===== config.mk =====
export PLATFORM = sky130hd
export DESIGN_NAME = mdio_host
export DESIGN_NICKNAME = d
export VERILOG_FILES = /design/src/rtl/mdio_host_pkg.sv /design/src/rtl/mdio_host_regs.sv /design/src/rtl/mdio_host_tick.sv /design/src/rtl/mdio_host_seq.sv /design/src/rtl/mdio_host.sv
export SDC_FILE = /design/constraint.sdc
export NUM_CORES = 1
export LEC_CHECK = 0
export BUFFER_PORTS_ARGS = -buffer_cell sky130_fd_sc_hd__clkbuf_2
export CAP_MARGIN = 25
export CORE_MARGIN = 2
export CORE_UTILIZATION = 60
export CTS_CLUSTER_DIAMETER = 30
export DETAILED_ROUTE_END_ITERATION = 10
export GPL_TIMING_DRIVEN = 0
export PLACE_DENSITY = 0.81
export SLEW_MARGIN = 20
export SYNTH_ARGS = -nofsm -noshare
export SYNTH_HDL_FRONTEND = slang
export SYNTH_SLANG_ARGS = --single-unit

===== constraint.sdc =====
create_clock -name clk -period 5 [get_ports clk]
set_input_delay 1 -clock clk [delete_from_list [all_inputs] [get_ports clk]]
set_output_delay 1 -clock clk [all_outputs]
set_load 0.01 [all_outputs]

===== src/rtl/mdio_host_pkg.sv =====
package mdio_host_pkg;

    typedef enum logic [1:0] {
        ST_IDLE,
        ST_MDC_LO,
        ST_MDC_HI
    } seq_state_t;

    localparam logic [5:0] OFS_DIV   = 6'h20;
    localparam logic [5:0] OFS_WDATA = 6'h24;
    localparam logic [5:0] OFS_CTRL  = 6'h28;
    localparam logic [5:0] OFS_STAT  = 6'h2C;

    localparam int LAUNCH_BIT = 31;
    localparam int OK_BIT     = 24;
    localparam int MII_DATA_W = 16;

    localparam logic [1:0] OP_READ = 2'b10;

    typedef struct packed {
        logic [4:0] regad;
        logic [4:0] phy;
        logic [1:0] op;
        logic [1:0] sof;
    } frame_cfg_t;

endpackage


===== src/rtl/mdio_host_regs.sv =====
module mdio_host_regs
    import mdio_host_pkg::*;
#(
    parameter int               DIV_W   = 8,
    parameter logic [DIV_W-1:0] DIV_RST = 4
) (
    input  logic                  clk,
    input  logic                  rst_n,
    input  logic [5:0]            reg_addr,
    input  logic                  reg_we,
    input  logic [31:0]           reg_wdata,
    input  logic                  busy,
    input  logic                  cap_valid,
    input  logic [MII_DATA_W-1:0] cap_data,
    input  logic                  cap_ok,
    output logic [DIV_W-1:0]      div_q,
    output logic [MII_DATA_W-1:0] wdata_q,
    output frame_cfg_t            cfg_q,
    output frame_cfg_t            launch_cfg,
    output logic                  start,
    output logic [31:0]           reg_rdata
);

    logic                  wr_ok;
    logic [MII_DATA_W-1:0] stat_data;
    logic                  stat_ok;
    logic                  unused_wbits;

    assign unused_wbits = ^{reg_wdata[30:21], reg_wdata[15:9]};

    always_comb begin
        launch_cfg.regad = reg_wdata[20:16];
        launch_cfg.phy   = reg_wdata[8:4];
        launch_cfg.op    = reg_wdata[3:2];
        launch_cfg.sof   = reg_wdata[1:0];
        wr_ok = reg_we && !busy;
        start = wr_ok && (reg_addr == OFS_CTRL) && reg_wdata[LAUNCH_BIT];
    end

    always_ff @(posedge clk or negedge rst_n) begin
        if (!rst_n) begin
            div_q     <= DIV_RST;
            wdata_q   <= '0;
            cfg_q     <= '0;
            stat_data <= '0;
            stat_ok   <= 1'b0;
        end else begin
            if (wr_ok) begin
                case (reg_addr)
                    OFS_DIV: begin
                        if (reg_wdata[DIV_W-1:0] != '0)
                            div_q <= reg_wdata[DIV_W-1:0];
                    end
                    OFS_WDATA: wdata_q <= reg_wdata[MII_DATA_W-1:0];
                    OFS_CTRL:  cfg_q   <= launch_cfg;
                    default: ;
                endcase
            end
            if (cap_valid) begin
                stat_data <= cap_data;
                stat_ok   <= cap_ok;
            end
        end
    end

    always_comb begin
        reg_rdata = '0;
        case (reg_addr)
            OFS_DIV:   reg_rdata[DIV_W-1:0] = div_q;
            OFS_WDATA: reg_rdata[MII_DATA_W-1:0] = wdata_q;
            OFS_CTRL: begin
                reg_rdata[LAUNCH_BIT] = busy;
                reg_rdata[20:16]      = cfg_q.regad;
                reg_rdata[8:4]        = cfg_q.phy;
                reg_rdata[3:2]        = cfg_q.op;
                reg_rdata[1:0]        = cfg_q.sof;
            end
            OFS_STAT: begin
                reg_rdata[OK_BIT]           = stat_ok;
                reg_rdata[MII_DATA_W-1:0]   = stat_data;
            end
            default: reg_rdata = '0;
        endcase
    end

endmodule


===== src/rtl/mdio_host_tick.sv =====
module mdio_host_tick #(
    parameter int DIV_W = 8
) (
    input  logic             clk,
    input  logic             rst_n,
    input  logic             run,
    input  logic [DIV_W-1:0] div,
    output logic             half_done
);

    logic [DIV_W-1:0] cnt;

    assign half_done = run && (cnt == div);

    always_ff @(posedge clk or negedge rst_n) begin
        if (!rst_n)
            cnt <= '0;
        else if (!run || half_done)
            cnt <= '0;
        else
            cnt <= cnt + 1'b1;
    end

endmodule


===== src/rtl/mdio_host_seq.sv =====
module mdio_host_seq
    import mdio_host_pkg::*;
#(
    parameter int PRE_LEN    = 32,
    localparam int FRAME_BITS = PRE_LEN + 32,
    localparam int IDX_W      = $clog2(FRAME_BITS),
    localparam int TA_FIRST   = PRE_LEN + 14,
    localparam int TA_SECOND  = PRE_LEN + 15,
    localparam int DATA_FIRST = PRE_LEN + 16
) (
    input  logic                  clk,
    input  logic                  rst_n,
    input  logic                  start,
    input  frame_cfg_t            launch_cfg,
    input  logic [MII_DATA_W-1:0] wdata,
    input  logic                  half_done,
    input  logic                  mdio_i,
    output logic                  busy,
    output logic                  mdc,
    output logic                  mdio_o,
    output logic                  mdio_oe,
    output logic [IDX_W-1:0]      bit_idx,
    output logic                  cap_valid,
    output logic [MII_DATA_W-1:0] cap_data,
    output logic                  cap_ok
);

    seq_state_t            state_q, state_d;
    logic [FRAME_BITS-1:0] frm;
    logic                  rd_mode;
    logic                  last_bit;
    logic                  launch_rd;
    logic [MII_DATA_W-1:0] cap_sh;
    logic                  ok_q;

    assign last_bit  = (bit_idx == IDX_W'(FRAME_BITS - 1));
    assign launch_rd = (launch_cfg.op == OP_READ);
    assign busy      = (state_q != ST_IDLE);
    assign mdio_o    = frm[FRAME_BITS-1];
    assign cap_valid = (state_q == ST_MDC_HI) && half_done && last_bit && rd_mode;
    assign cap_data  = cap_sh;
    assign cap_ok    = ok_q;

    always_ff @(posedge clk or negedge rst_n) begin
        if (!rst_n) state_q <= ST_IDLE;
        else        state_q <= state_d;
    end

    always_comb begin
        state_d = state_q;
        unique case (state_q)
            ST_IDLE:   if (start)     state_d = ST_MDC_LO;
            ST_MDC_LO: if (half_done) state_d = ST_MDC_HI;
            ST_MDC_HI: if (half_done) state_d = last_bit ? ST_IDLE : ST_MDC_LO;
            default:                  state_d = ST_IDLE;
        endcase
    end

    always_ff @(posedge clk or negedge rst_n) begin
        if (!rst_n) begin
            frm     <= '1;
            bit_idx <= '0;
            mdc     <= 1'b0;
            mdio_oe <= 1'b0;
            rd_mode <= 1'b0;
            cap_sh  <= '0;
            ok_q    <= 1'b0;
        end else begin
            unique case (state_q)
                ST_IDLE: begin
                    if (start) begin
                        frm <= {{PRE_LEN{1'b1}}, launch_cfg.sof, launch_cfg.op,
                                launch_cfg.phy, launch_cfg.regad,
                                launch_rd ? 2'b11 : 2'b10,
                                launch_rd ? {MII_DATA_W{1'b1}} : wdata};
                        bit_idx <= '0;
                        mdc     <= 1'b0;
                        mdio_oe <= 1'b1;
                        rd_mode <= launch_rd;
                    end
                end
                ST_MDC_LO: begin
                    if (half_done) begin
                        mdc <= 1'b1;
                        if (rd_mode) begin
                            if (bit_idx == IDX_W'(TA_SECOND))
                                ok_q <= ~mdio_i;
                            if (bit_idx >= IDX_W'(DATA_FIRST))
                                cap_sh <= {cap_sh[MII_DATA_W-2:0], mdio_i};
                        end
                    end
                end
                ST_MDC_HI: begin
                    if (half_done) begin
                        mdc <= 1'b0;
                        frm <= {frm[FRAME_BITS-2:0], 1'b1};
                        if (last_bit) begin
                            bit_idx <= '0;
                            mdio_oe <= 1'b0;
                        end else begin
                            bit_idx <= bit_idx + 1'b1;
                            if (rd_mode && bit_idx >= IDX_W'(TA_FIRST - 1))
                                mdio_oe <= 1'b0;
                        end
                    end
                end
                default: ;
            endcase
        end
    end

endmodule


===== src/rtl/mdio_host.sv =====
module mdio_host
    import mdio_host_pkg::*;
#(
    parameter int               DIV_W   = 8,
    parameter logic [DIV_W-1:0] DIV_RST = 4,
    parameter int               PRE_LEN = 32,
    localparam int              IDX_W   = $clog2(PRE_LEN + 32)
) (
    input  logic        clk,
    input  logic        rst_n,
    input  logic [5:0]  reg_addr,
    input  logic        reg_we,
    input  logic [31:0] reg_wdata,
    output logic [31:0] reg_rdata,
    output logic        mdc,
    output logic        mdio_o,
    output logic        mdio_oe,
    input  logic        mdio_i
);

    logic [DIV_W-1:0]      div_q;
    logic [MII_DATA_W-1:0] wdata_q;
    frame_cfg_t            cfg_q;
    frame_cfg_t            launch_cfg;
    logic                  start;
    logic                  busy;
    logic                  half_done;
    logic [IDX_W-1:0]      bit_idx;
    logic                  cap_valid;
    logic [MII_DATA_W-1:0] cap_data;
    logic                  cap_ok;

    mdio_host_regs #(.DIV_W(DIV_W), .DIV_RST(DIV_RST)) u_regs (
        .clk(clk), .rst_n(rst_n),
        .reg_addr(reg_addr), .reg_we(reg_we), .reg_wdata(reg_wdata),
        .busy(busy), .cap_valid(cap_valid), .cap_data(cap_data), .cap_ok(cap_ok),
        .div_q(div_q), .wdata_q(wdata_q), .cfg_q(cfg_q), .launch_cfg(launch_cfg),
        .start(start), .reg_rdata(reg_rdata)
    );

    mdio_host_tick #(.DIV_W(DIV_W)) u_tick (
        .clk(clk), .rst_n(rst_n), .run(busy), .div(div_q), .half_done(half_done)
    );

    mdio_host_seq #(.PRE_LEN(PRE_LEN)) u_seq (
        .clk(clk), .rst_n(rst_n), .start(start), .launch_cfg(launch_cfg),
        .wdata(wdata_q), .half_done(half_done), .mdio_i(mdio_i),
        .busy(busy), .mdc(mdc), .mdio_o(mdio_o), .mdio_oe(mdio_oe),
        .bit_idx(bit_idx), .cap_valid(cap_valid), .cap_data(cap_data), .cap_ok(cap_ok)
    );

endmodule


==> results of run 1 <==
==> area by class of cell <==
class                   count  area share, %
flip-flops and latches    155           46.2
multi-input cells         422           36.6
clock buffers              20           5.22
repair buffers             58           3.76
plain buffers              65           3.49
clock inverters            12           2.31
well taps                 147           2.15
inverters                   6          0.263
==> state kept, by name, indices dropped and copies added, names as in the netlist <==
name and flops:
u_regs.wdata_q 16, u_tick.cnt 8, u_seq.mdc 1, u_seq.bit_idx 6, u_regs.stat_data 16, u_regs.stat_ok 1
u_seq.state_q 2, u_seq.mdio_oe 1, u_seq.frm 64, u_seq.cap_ok 1, u_regs.div_q 8, u_seq.cap_data 16
u_regs.cfg_q 14, u_seq.rd_mode 1
==> where the power goes <==
part           switching, mW  total, mW  internal, mW
registers              0.155       1.76          1.61
clock network          0.499       1.40         0.896
logic                  0.308      0.531         0.223
==> worst max path at each step <==
stage | from | end | slack (ns) | depth (start not counted)
after detailed placement | reg_addr[1] | reg_rdata[7] | 0.72 | 8
after global routing | reg_addr[1] | reg_rdata[7] | 0.46 | 8
after floorplan | reg_addr[1] | reg_rdata[0] | 1.54 | 5
after global placement | rst_n | u_seq.mdio_oe | 0.46 | 1
final | reg_addr[1] | reg_rdata[7] | 0.61 | 8
after CTS | reg_addr[1] | reg_rdata[7] | 0.67 | 8
==> tightest hold or removal path, cell delays in order, from the launching register on <==
cell and delay [ns]:
dfstp_2 0.37, nand4_1 0.05, o21ai_1 0.05
==> cells in the mapped netlist, types with 2 or more instances <==
cell / number
a311o_1: 16
nor4_1: 4
mux2_4: 10
ha_1: 4
nand3_1: 9
dfstp_2: 65
and4_1: 2
a22o_1: 7
inv_1: 6
or3_1: 2
and2_1: 3
buf_1: 6
a22oi_1: 17
o21ai_0: 31
xor2_1: 5
o21ai_1: 4
dfrtp_1: 90
nor2b_1: 4
xnor2_1: 9
nor3_1: 24
buf_2: 11
nor3b_1: 2
a21oi_1: 2
nor3_2: 2
nand2_1: 22
nand4_1: 52
nor2_1: 36
nand2b_1: 5
mux2_2: 61
o221a_2: 15
o211ai_1: 3
or4_1: 2
o31ai_1: 17
a31oi_1: 16
and3_1: 10
mux2i_1: 2
buf_4: 9
clkbuf_1: 38
==> logic make-up (layout without fill, tap and decap cells) <==
group / count (synthesis) / in the layout
AOI/OAI and AO/OA: 136 / 136
xor gates and xnor gates: 14 / 14
adders and majority gates: 4 / 4
buffers and inverters: 71 / 161
DFF: 155 / 155
muxes: 73 / 73
other: 1 / 9
and+or+nand+nor: 186 / 186
==> stage by stage <==
stage	worst slack (ns)	cell area, µm²	instances	hold WS, ns	utilization (%)
after floorplan	1.54	7410	648	0.450	-
after global placement	0.462	7880	852	0.463	65.6
after detailed placement	0.722	7920	853	0.472	65.9
after CTS	0.670	8560	885	0.481	71.3
after global routing	0.464	8560	885	0.501	71.3
final	0.613	8560	885	0.476	71.3
==> per-layer routing <==
metal / GRT usage (%) / part of all wire [%]
met2: 46.5 / 48
met3: 6.64 / 7.1
met1: 39.4 / 43
met5: 0 / 0
met4: 11.1 / 1.9
==> results.tsv, run 1 <==
stage	metric	value	unit
setup_path	Crit path buffers/inverters	4	
grt	global-route wire length before repair	29.8	mm
setup_path	CP max stage delay	0.80	ns
final_layout	commonest non-fill, non-tap cell in the layout	dfrtp_1	
setup_path	Worst R2R Start	u_regs.div_q[2]	
detailed_routing	Iteration-0 DRC Markers	428	
setup_path	Data arrival, critical path	3.39	ns
pwr	pwr dens	431	nW/µm²
run	max_cap viols	0	
min_path	worst hold path startpoint	u_seq.frm[58]	
detailed_routing	via count	5835	
detailed_routing	Final ANT Viol Nets	0	
synth	cell taking the most area after synthesis	dfrtp_1	
placement	Detail Placement HPWL	12.2	mm
cts	hold_buf cts	0	
setup_path	Worst Setup Start Kind	input port	
synth	Post-synth top flop	dfrtp_1	
final_layout	Diodes inserted	0	
sta	Tcrit/Tclk final	87.7	%
sta	fin crit period	4.39	ns
pwr	Tot Pwr	3.69	mW
sta	Fin Clk Skew	0.00653	ns
cts	Num CTS Buffers	17	
setup_path	r2r setup slk	2.28	ns
floorplan	area of the die	13200	µm²
synth	Synth Area in Compound Gates	13.8	%
sta	Worst slew margin	40.2	%
run_status	outcome	finished clean	
synth	synthesized cell area	7380	µm²
pwr	Leak	3.77	nW
grt	initial antenna violation count	0	
synth	number of synthesized flops with an enable pin	0	
setup_path	critical path endpoint category	output port	
sta	final hold viol count	0	
sta	count of pins over their slew limit	0	
synth	Syn Area/Cell	11.5	µm²
placement	# port buffers	57	
setup_path	slowest stage cell, crit path	nor4b_2	
sta	RSZ-0062 raised after global routing	false	
setup_path	WP data required	4.00	ns
cts	Sink Count	155	
synth	register area share after synthesis	53.6	%
grt	largest net degree at the start of global routing	97	
cts	later-pin clock latency in the skew report	0.43	ns
floorplan	Die Wd	115	µm
cts	clock tree buffer depth	2	
min_path	WHS Path Cells	2	
final_layout	Nets	771	
synth	Synth Warn #	0	
sta	highest clock rate	228	MHz
cts	CTS tree	done	
final_layout	Fill cells	855	
cts	Worst-path clk slew	0.06	ns
synth	Post-Synth Adder-Cell Area	0.678	%
pwr	Worst VDD drop	0.000228	V
synth	mux contribution to synthesized area	11.6	%
grt	GRT Total Usage	29.2	%
synth	Area contributors post-synth	dfrtp_1 (31%), dfstp_2 (23%), mux2_2 (9.3%)	
detailed_routing	DR vias/cell	6.59	
final_layout	most frequent cells in the layout	dfrtp_1 (90), dfstp_2 (65), mux2_2 (61)	
cts	post-CTS resize count	0	
grt	vias in the first global route	5827	
setup_path	CP max FO	10	
detailed_routing	WL final	17.9	mm
cts	CTS root buf	clkbuf_16	
synth	Distinct cells, synth	55	
synth	Synth Instances	640	
floorplan	Core Region	12000	µm²
cts	postcts setup bufs	0	
synth	largest family of logic cells by synthesized area	simple AND/OR/NAND/NOR gates	
final_layout	layout cells sized above 1	36.2	%
floorplan	I/O pin count	77	
setup_path	Reg2Reg Depth	5	
synth	Synth Area in XOR/XNOR	1.66	%
placement	RePlAce Congestion	0.869	
floorplan	die height	115	µm
sta	# setup viols final	0	
cts	Max H-tree Level	4	
sta	post-route setup TNS	0	ns
min_path	Min-Delay Endpoint	u_seq.frm[59]	
final_layout	Reg area	3960	µm²
setup_path	crit-path leading delay family	simple AND/OR/NAND/NOR gates	
setup_path	crit path kind	input port to output port	
synth	share of the synthesized area in the top cell type	30.5	%
min_path	Hold Crit Class	flop to flop	
grt	total grt overflow	0	
synth	asr flop ratio synth	100	%
floorplan	Starting Density	61.5	%
final_layout	Layout area overhead	16.0	%
synth	Synth Register Bits	155	
setup_path	CP cell instances	clkbuf_2 > nor4b_2 > and3_1 > clkbuf_1 > clkbuf_1 > a22oi_1 > nand2_1 > clkbuf_2	
detailed_routing	1st-pass router iterations	5	
sta	Worst-Margin Slew	0.895	ns
detailed_routing	wire per inst	20.2	µm
synth	Post-Synth Simple-Gate Area	14.2	%
final_layout	area occupied by multi-input gates	3130	µm²
detailed_routing	DRC violations left	0	
setup_path	r2r endpoint	u_seq.cap_data[14]	
floorplan	Rows	40	
Power figures use the tool's default switching activity.
==> inputs of run 2 (changes only) <==
- CTS_CLUSTER_SIZE: unset -> 8
- SYNTH_HIERARCHICAL: unset -> 1
==> run 2 against run 1 <==
  * Final cell count down 8.0%
  * Fmax is 16% higher
  * Synthesized cell count fell by 11%
  * Critical path depth is the same
  * Via count shrank 17%
  * First-iteration DRC count fell by 12%
  * Core utilization decreased by 0.55 points
  * Non-clock buffer count fell by 10
  * Die area is 2.1% lower
  * Sequential power fell by 16%
==> results.tsv, run 2 <==
stage	metric	value	unit	change
detailed_routing	DRC violations left	0		unchanged
grt	total grt overflow	0		unchanged
sta	final hold viol count	0		unchanged
detailed_routing	wire per inst	18.7	µm	was 20.2 µm
synth	top cells by count, synth	dfrtp_1 (90), dfstp_2 (65), mux2_2 (54)		was dfrtp_1 (90), dfstp_2 (65), mux2_2 (61)
detailed_routing	WL final	15.2	mm	was 17.9 mm
cts	Sink Count	155		unchanged
final_layout	Diodes inserted	0		unchanged
cts	Worst-path clk slew	0.06	ns	about the same
pwr	Tot Pwr	3.15	mW	was 3.69 mW
pwr	Worst VDD drop	0.000228	V	about the same
floorplan	I/O pin count	77		unchanged
synth	Post-synth top flop	dfrtp_1		unchanged
grt	GRT Total Usage	25.2	%	was 29.2%
synth	Area contributors post-synth	dfrtp_1 (31%), dfstp_2 (24%), mux2_2 (8.4%)		was dfrtp_1 (31%), dfstp_2 (23%), mux2_2 (9.3%)
final_layout	most frequent cells in the layout	dfrtp_1 (90), dfstp_2 (65), clkbuf_2 (58)		was dfrtp_1 (90), dfstp_2 (65), mux2_2 (61)
setup_path	WP data required	5.31	ns	was 4.00 ns
sta	Tcrit/Tclk final	75.6	%	was 87.7%
sta	post-route setup TNS	0	ns	unchanged
placement	# port buffers	56		was 57
min_path	Hold Crit Class	flop to flop		unchanged
floorplan	Rows	40		unchanged
grt	busiest metal layer after global routing	met2		unchanged
cts	CTS tree	done		unchanged
min_path	WHS Path Cells	2		unchanged
setup_path	Setup crit end	u_regs/stat_data[10]		was reg_rdata[7]
sta	RSZ-0062 raised after global routing	false		unchanged
final_layout	Largest register FFs	64		unchanged
setup_path	r2r endpoint	u_regs/stat_data[10]		was u_seq.cap_data[14]
floorplan	area of the die	12900	µm²	was 13200 µm²
setup_path	CP max FO	10		unchanged
cts	post-CTS resize count	0		unchanged
sta	fin crit period	3.78	ns	was 4.39 ns
final_layout	Layout area overhead	16.1	%	was 16.0%
pwr	pwr dens	376	nW/µm²	was 431 nW/µm²
floorplan	die height	114	µm	was 115 µm
sta	Worst slew margin	45.7	%	was 40.2%
placement	RePlAce Congestion	0.890		was 0.869
floorplan	Starting Density	60.9	%	was 61.5%
floorplan	Core Region	11900	µm²	was 12000 µm²
synth	cell taking the most area after synthesis	dfrtp_1		unchanged
grt	global-route wire length before repair	25.3	mm	was 29.8 mm
setup_path	Reg2Reg Depth	8		was 5
sta	count of pins over their slew limit	0		unchanged
grt	vias in the first global route	4978		was 5827
synth	Synth Warn #	6		was 0
final_layout	Top reg by flops	u_seq/frm		was u_seq.frm
run	max_cap viols	0		unchanged
sta	# setup viols final	0		unchanged
setup_path	r2r setup slk	1.22	ns	was 2.28 ns
cts	clock tree buffer depth	2		unchanged
synth	share of the synthesized area in the top cell type	31.2	%	was 30.5%
grt	initial antenna violation count	0		unchanged
setup_path	Worst Setup Start Kind	flop		was input port
detailed_routing	Final ANT Viol Nets	0		unchanged
cts	Max H-tree Level	4		unchanged
synth	register area share after synthesis	54.8	%	was 53.6%
grt	met3 usage	5.21	%	was 6.64%
synth	asr flop ratio synth	100	%	unchanged
setup_path	crit path kind	flop to flop		was input port to output port
synth	Synth Instances	570		was 640
sta	Fin Clk Skew	0.00704	ns	was 0.00653 ns
grt	largest net degree at the start of global routing	80		was 97
synth	number of synthesized flops with an enable pin	0		unchanged
cts	CTS root buf	clkbuf_16		unchanged
sta	Worst-Margin Slew	0.804	ns	was 0.895 ns
synth	Syn Area/Cell	12.7	µm²	was 11.5 µm²
cts	Num CTS Buffers	17		unchanged
cts	hold_buf cts	0		unchanged
final_layout	Nets	700		was 771
synth	Distinct cells, synth	59		was 55
synth	count leader, synth	dfrtp_1		unchanged
run_status	outcome	finished clean		unchanged
synth	Synth Register Bits	155		unchanged
cts	later-pin clock latency in the skew report	0.43	ns	about the same
cts	postcts setup bufs	0		unchanged
grt	routing usage on met1	34.3	%	was 39.4%
setup_path	Worst R2R Start	u_regs/div_q[7]		was u_regs.div_q[2]
synth	synthesized cell area	7220	µm²	was 7380 µm²
final_layout	commonest non-fill, non-tap cell in the layout	dfrtp_1		unchanged
detailed_routing	1st-pass router iterations	5		unchanged
final_layout	layout cells sized above 1	43.9	%	was 36.2%
pwr	Leak	3.92	nW	was 3.77 nW
detailed_routing	DR vias/cell	5.95		was 6.59
floorplan	Die Wd	114	µm	was 115 µm
setup_path	critical path endpoint category	flop		was output port
detailed_routing	Iteration-0 DRC Markers	375		was 428
detailed_routing	via count	4844		was 5835
placement	Detail Placement HPWL	10.2	mm	was 12.2 mm
sta	highest clock rate	265	MHz	was 228 MHz
setup_path	Data arrival, critical path	4.09	ns	was 3.39 ns
grt	met2 usage	39.6	%	was 46.5%
setup_path	worst setup path startpoint	u_regs/div_q[7]		was reg_addr[1]
run 2: stage by stage:
| stage | setup slack, ns | instance area [µm²] | std cells | hold slack [ns] | utilization [%] |
|---|---|---|---|---|---|
| finish | 1.22 | 8390 | 814 | 0.477 | 70.7 |
| global route | 1.06 | 8390 | 814 | 0.498 | 70.7 |
| floorplan | 1.83 | 7250 | 578 | 0.458 | - |
| global placement | 0.489 | 7720 | 781 | 0.466 | 65.1 |
| detailed placement | 1.31 | 7750 | 782 | 0.473 | 65.4 |
| CTS | 1.27 | 8390 | 814 | 0.482 | 70.7 |
run 2: per-layer routing:
layer / routed length, µm / vias to the layer above
met1: 6680 / 2458
met3: 696 / 34
li1: - / 2202
met2: 7420 / 150
met4: 394 / 0
met5: 0 / -
run 2: how the worst min path moves through the flow:
stage / slack, ns / start / end
after floorplan: 0.46 / u_seq/frm[28] / u_seq/frm[28]
after global placement: 0.47 / u_seq/frm[18] / u_seq/frm[18]
after detailed placement: 0.47 / u_seq/frm[18] / u_seq/frm[18]
after CTS: 0.48 / u_seq/frm[18] / u_seq/frm[18]
after global routing: 0.50 / u_seq/frm[24] / u_seq/frm[24]
final: 0.48 / u_seq/frm[18] / u_seq/frm[18]
run 2: cell families (layout without fill, tap and decap cells):
group / after synthesis / after routing / synth area share, %
buffers and inverters: 68 / 157 / 5.52
adder cells (fa/ha/maj): 4 / 4 / 0.693
other: 1 / 9 / 0.0519
AND/OR/NAND/NOR: 113 / 113 / 8.83
multiplexers: 102 / 102 / 17.6
XOR/XNOR: 12 / 12 / 1.66
flip-flops: 155 / 155 / 54.8
AO/OA/AOI/OAI: 115 / 115 / 10.9
run 2: final cells by class:
| class | instances | area, µm² |
|---|---|---|
| plain buffers | 56 | 354 |
| clock buffers | 18 | 439 |
| clock inverters | 14 | 196 |
| fillers | 787 | 3470 |
| inverters | 12 | 45.0 |
| multi-input cells | 355 | 2900 |
| flip-flops and latches | 155 | 3960 |
| well taps | 147 | 184 |
| repair buffers | 57 | 317 |
run 2: critical path: stages (launching register included):
cell	delay, ns
dfrtp_1	0.45
xor2_2	0.20
nor4_2	0.71
and3_1	0.46
and3b_1	0.28
and3_1	0.20
clkbuf_1	0.40
clkbuf_1	0.54
mux2_2	0.41
run 2: power by group:
| group | switching, mW | internal (mW) | leakage (nW) | total [mW] |
|---|---|---|---|---|
| logic | 0.155 | 0.146 | 1.76 | 0.301 |
| registers | 0.0831 | 1.40 | 1.86 | 1.48 |
| clock network | 0.516 | 0.849 | 0.304 | 1.37 |
